--- src/rtl/dbg_scan_chain.sv ---
module dbg_scan_chain #(
  parameter logic [3:0] VERSION = 4'd5
) (
  input  logic             tck,
  input  logic             trst_n,
  input  logic             tdi,
  input  logic             chain_sel,
  input  logic             instr_active,
  input  logic             capture_dr,
  input  logic             shift_dr,
  input  logic             update_dr,
  input  logic [4:0]       core_status,
  output logic             tdo,
  output logic             mon_en,
  output logic [5:0]       dbg_ctrl,
  output logic [7:0]       vec_catch,
  output logic [5:0]       comms_ctrl,
  output logic [31:0]      comms_data,
  output logic [1:0][31:0] wp_addr_val,
  output logic [1:0][31:0] wp_addr_msk,
  output logic [1:0][31:0] wp_data_val,
  output logic [1:0][31:0] wp_data_msk,
  output logic [1:0][8:0]  wp_ctl_val,
  output logic [1:0][7:0]  wp_ctl_msk
);
  localparam int DW = 32;
  localparam int AW = 5;
  localparam int SW = DW + AW + 1;

  logic [SW-1:0] sr;
  logic [AW-1:0] rd_addr;
  logic [DW-1:0] rdata;

  wire          active = chain_sel & instr_active;
  wire          do_cap = active & capture_dr;
  wire          do_sh  = active & shift_dr & ~capture_dr;
  wire          do_up  = active & update_dr & ~capture_dr & ~shift_dr;
  wire          dir_wr = sr[SW-1];
  wire [AW-1:0] waddr  = sr[DW+AW-1:DW];
  wire [DW-1:0] wdat   = sr[DW-1:0];
  wire          do_wr  = do_up & dir_wr;

  assign tdo    = sr[0];
  assign mon_en = dbg_ctrl[4];

  always_comb begin
    rdata = '0;
    case (rd_addr)
      5'd0:          rdata = {26'd0, dbg_ctrl};
      5'd1:          rdata = {27'd0, core_status};
      5'd2:          rdata = {24'd0, vec_catch};
      5'd4:          rdata = {VERSION, 22'd0, comms_ctrl};
      5'd5:          rdata = comms_data;
      5'd8,  5'd16:  rdata = wp_addr_val[rd_addr[4]];
      5'd9,  5'd17:  rdata = wp_addr_msk[rd_addr[4]];
      5'd10, 5'd18:  rdata = wp_data_val[rd_addr[4]];
      5'd11, 5'd19:  rdata = wp_data_msk[rd_addr[4]];
      5'd12, 5'd20:  rdata = {23'd0, wp_ctl_val[rd_addr[4]]};
      5'd13, 5'd21:  rdata = {24'd0, wp_ctl_msk[rd_addr[4]]};
      default:       rdata = '0;
    endcase
  end

  always_ff @(posedge tck or negedge trst_n) begin
    if (!trst_n) begin
      sr      <= '0;
      rd_addr <= '0;
    end else if (do_cap) begin
      sr <= {{(AW+1){1'b0}}, rdata};
    end else if (do_sh) begin
      sr <= {tdi, sr[SW-1:1]};
    end else if (do_up && !dir_wr) begin
      rd_addr <= waddr;
    end
  end

  always_ff @(posedge tck or negedge trst_n) begin
    if (!trst_n) begin
      dbg_ctrl    <= '0;
      vec_catch   <= '0;
      comms_ctrl  <= '0;
      comms_data  <= '0;
      wp_addr_val <= '0;
      wp_addr_msk <= '0;
      wp_data_val <= '0;
      wp_data_msk <= '0;
      wp_ctl_val  <= '0;
      wp_ctl_msk  <= '0;
    end else if (do_wr) begin
      case (waddr)
        5'd0:         dbg_ctrl   <= wdat[5:0];
        5'd2:         vec_catch  <= wdat[7:0];
        5'd4:         comms_ctrl <= wdat[5:0];
        5'd5:         comms_data <= wdat;
        5'd8,  5'd16: wp_addr_val[waddr[4]] <= wdat;
        5'd9,  5'd17: wp_addr_msk[waddr[4]] <= wdat;
        5'd10, 5'd18: wp_data_val[waddr[4]] <= wdat;
        5'd11, 5'd19: wp_data_msk[waddr[4]] <= wdat;
        5'd12, 5'd20: wp_ctl_val[waddr[4]]  <= wdat[8:0];
        5'd13, 5'd21: wp_ctl_msk[waddr[4]]  <= wdat[7:0];
        default: ;
      endcase
    end
  end

  p_tdo_lsb_first_r2: assert property (@(posedge tck) disable iff (!trst_n)
    do_sh |=> tdo == $past(sr[1]));

  p_write_vec_r3: assert property (@(posedge tck) disable iff (!trst_n)
    (do_wr && waddr == 5'd2) |=> vec_catch == $past(wdat[7:0]));

  p_read_latch_r4: assert property (@(posedge tck) disable iff (!trst_n)
    (do_up && !dir_wr) |=> rd_addr == $past(waddr));

  p_idle_hold_r9: assert property (@(posedge tck) disable iff (!trst_n)
    !active |=> $stable(sr) && $stable(rd_addr) && $stable(comms_data) && $stable(dbg_ctrl));

  p_write_keeps_addr_r10: assert property (@(posedge tck) disable iff (!trst_n)
    do_wr |=> $stable(rd_addr));
endmodule

--- config.mk ---
export PLATFORM = sky130hd
export DESIGN_NAME = dbg_scan_chain
export DESIGN_NICKNAME = d
export VERILOG_FILES = /design/src/rtl/dbg_scan_chain.sv
export SDC_FILE = /design/constraint.sdc
export NUM_CORES = 1
export LEC_CHECK = 0
export BUFFER_PORTS_ARGS = -buffer_cell sky130_fd_sc_hd__clkbuf_2
export CAP_MARGIN = 20
export CORE_MARGIN = 8
export CORE_UTILIZATION = 40
export CTS_CLUSTER_DIAMETER = 50
export DETAILED_ROUTE_END_ITERATION = 8
export PLACE_DENSITY = 0.7
export SYNTH_ARGS = -nofsm -noshare
export SYNTH_HDL_FRONTEND = slang
export SYNTH_SLANG_ARGS = --single-unit
--- constraint.sdc ---
create_clock -name tck -period 5 [get_ports tck]
set_input_delay 0.5 -clock tck [delete_from_list [all_inputs] [get_ports tck]]
set_output_delay 0.5 -clock tck [all_outputs]
set_load 0.005 [all_outputs]
==> results summary <==
At the pin with the least slew margin, the transition time is 1.10 ns. The minimum hold slack is 0.0943 ns. The global-route congestion overflow total is 0.

By count the netlist is led by dfrtp_1 (385), mux2_2 (342), mux2i_1 (147), clkbuf_1 (79), nor2_1 (77). The number of diodes added for antenna fixing is 0. The number of setup buffers added after CTS came out at 0. The synthesized design contains 0 enable-type register cells. The worst-skew pair later-pin latency came out at 0.56 ns.

The starting density of the core is 40.3%. The area of the multi-input gates is 7600 um^2. The number of nets handed over by synthesis was 1391. In this run the cell area of the synthesized design comes to 17700 um^2.

The post-route minimum period is 3.01 ns. The highest attainable clock frequency came out at 0.332 GHz. Across all layers, the routed design uses 12997 vias. The run finished with clean final reports. The total power per unit cell area is 337 nW/um^2. The number of buffers inserted by port buffering is 356. The H-tree was split into 2 levels. The number of flip-flops and latches in the synthesized netlist is 385.

The final-report max-slew violation count is 0. The core outline area came out at 44000 um^2. The max capacitance violation total is 0. The proportion of layout cells with a drive suffix above 1 is 48.0%. The total of endpoints with negative setup slack in the final report is 0. Entering global routing, the biggest net connects 127 pins. The detail-routed via count per cell came out at 5.65. Measured along the y axis, the die boundary spans 227 um. TritonCTS built the clock tree. The first-iteration detailed-routing DRC count came out at 1038.

The element type at the critical path start is a flip-flop. The storage element area came out at 9640 um^2. The part of the cycle the worst path needs came out at 60.3%. The global routing usage summed across all routing layers is 22.5%. Setup repair after global routing left no endpoint under its margin. For the worst setup path, the data required time is 5.40 ns. After routing, the total negative slack on setup checks comes to 0 ns.

Clock tree synthesis selected as its root buffer the cell clkbuf_16. The remaining antenna violation count after routing is 0. The sequential share of the synthesized area came out at 54.4%. In this run the worst hold path is classified as in2async. Measured against its own limit, the worst slew margin works out to 26.4%. Across the VDD grid, the largest voltage drop is 216 uV. The final design utilization is 49.0%.

The largest total area in the synthesized netlist belongs to dfrtp_1. Compared with the post-synthesis result, the final layout area differs by 21.7%. The number of antenna violations at the first check in global routing is 0. The final weighted congestion of routability-driven global placement came out at 0.837.

The cell count after synthesis came out at 1378. The clock slew at the register clock pins of the worst setup and hold paths came out at 0.06 ns. The leakage dissipation is 10.4 nW. The horizontal extent of the die came out at 227 um. The post-cts gate resize count is 0. The count of warnings emitted by yosys came out at 0. The number of inserted filler cells in the final layout is 3879. The most used flip-flop cell after synthesis is dfrtp_1. Detailed placement ended at an HPWL of 38900 um.

In the routed design, unresolved DRC markers number 0. The number of global-route vias before repair came out at 13449. The final worst clock skew came out at 0.0149 ns.

The number of clock sinks came out at 385. Counting flops with an async set or reset pin after synthesis yields a share of 100%. The count of different cell masters after synthesis came out at 46. The worst path arrival time is 3.41 ns. The mean instance size in the synthesized netlist is 12.9 um^2. Yosys attributes the largest share of cell area to dfrtp_1 (54%), mux2_2 (22%), mux2i_1 (8.3%). The worst setup path startpoint is rd_addr[4]. The completed layout was analyzed and its total power is 7.27 mW. The worst setup path is of the reg2reg kind. The final net count came out at 1688.

In this run the critical register-to-register path is launched from rd_addr[4]. The number of buffers created by CTS is 45. The maximum fanout along the worst path is 32. The iteration count of the initial detailed-routing pass is 5.

The number of hold buffers added after cts is 0. The fraction of synthesized cell area taken by the top area cell type is 54.4%. The most frequent cell after synthesis is dfrtp_1. The maximum clock insertion buffer count is 3. The category of the worst setup path capture point is a flip-flop.

The floorplan die area came out at 51300 um^2. The first global-routing pass estimated 87700 um of wire. The mean routed wirelength per cell is 25.7 um. After detailed routing, the total wire length is 59000 um.

The number of failing hold endpoints at the final stage was 0. The placement row count came out at 77. The top-level port count came out at 357.
-- cells in the final DEF, fill, tap and decap left out, drive strengths merged, types with 3 or more instances in the layout --
| master | n |
|---|---|
| or3 | 3 |
| nor3b | 4 |
| clkinvlp | 4 |
| a221oi | 4 |
| nor4bb | 4 |
| bufinv | 7 |
| a31o | 3 |
| clkbuf | 415 |
| nor2 | 79 |
| o2bb2ai | 5 |
| a21oi | 33 |
| dfrtp | 385 |
| mux2i | 147 |
| nand3 | 12 |
| nor2b | 25 |
| o21ai | 13 |
| inv | 8 |
| nor3 | 5 |
| a31oi | 6 |
| o221ai | 24 |
| nand3b | 5 |
| nand2 | 51 |
| a2111oi | 25 |
| clkinv | 4 |
| a32o | 4 |
| mux2 | 343 |
| buf | 23 |
| o22ai | 46 |
| and2 | 3 |
-- final timing paths --
check	to	slack (ns)	depth (start not counted)
max	sr[31]	1.99	5
min	wp_ctl_val[0]	0.09	1
max reg2reg	sr[31]	1.99	5
min reg2reg	sr[37]	0.49	2
max in group asynchronous	wp_data_val[57]	3.73	2
min in group tck	sr[37]	0.19	3
-- layout make-up --
| cell class | instances | area share, % |
|---|---|---|
| sequential | 385 | 44.7 |
| tap | 592 | 3.43 |
| multi-input combinational | 861 | 35.2 |
| clock inverter | 19 | 1.38 |
| inverter | 4 | 0.0696 |
| clock buffer | 60 | 5.85 |
| timing repair buffer | 378 | 9.34 |
-- logic make-up (layout without fill, tap and decap cells) --
| logic type | Yosys count | in the layout | synth area share [%] |
|---|---|---|---|
| muxes | 490 | 490 | 30.1 |
| DFF | 385 | 385 | 54.4 |
| and+or+nand+nor | 206 | 206 | 5.89 |
| AOI/OAI and AO/OA | 164 | 164 | 6.42 |
| buffers and inverters | 132 | 461 | 3.14 |
| xor gates and xnor gates | 1 | 1 | 0.0918 |
-- per-layer routing --
metal	up-vias	track usage [%]	wire [um]
li1	5607	-	-
met1	6726	29.3	24800
met2	539	35.5	27500
met3	125	5.96	4570
met4	0	8.50	2140
met5	-	0	0
-- worst max-delay path: stages (launching register included) --
cell and delay [ns]:
dfrtp_4 0.69, xnor2_2 0.32, or4_2 0.86, o22ai_1 0.21, a2111oi_0 0.55, o221ai_1 0.17
-- sequential cells by signal, summed over array words and instances, names as in the netlist --
signal       count
wp_data_msk     64
wp_data_val     64
comms_ctrl       6
vec_catch        8
rd_addr          5
comms_data      32
wp_ctl_msk      16
sr              38
wp_addr_val     64
wp_addr_msk     64
wp_ctl_val      18
dbg_ctrl         6
-- stage by stage --
stage	worst slack, ns	instances	cell area [um^2]
3_3_place_gp	1.82	2219	20000
5_1_grt	1.85	2299	21600
6_report	1.99	2299	21600
2_1_floorplan	2.86	1378	17700
3_5_place_dp	1.77	2220	20000
4_1_cts	1.98	2299	21600
-- power breakdown --
part / leakage, nW / switching [mW] / internal, mW
Sequential: 5.35 / 0.202 / 3.17
Combinational: 4.29 / 0.261 / 0.161
Clock: 0.755 / 1.33 / 2.14
Power figures use the tool's default switching activity.
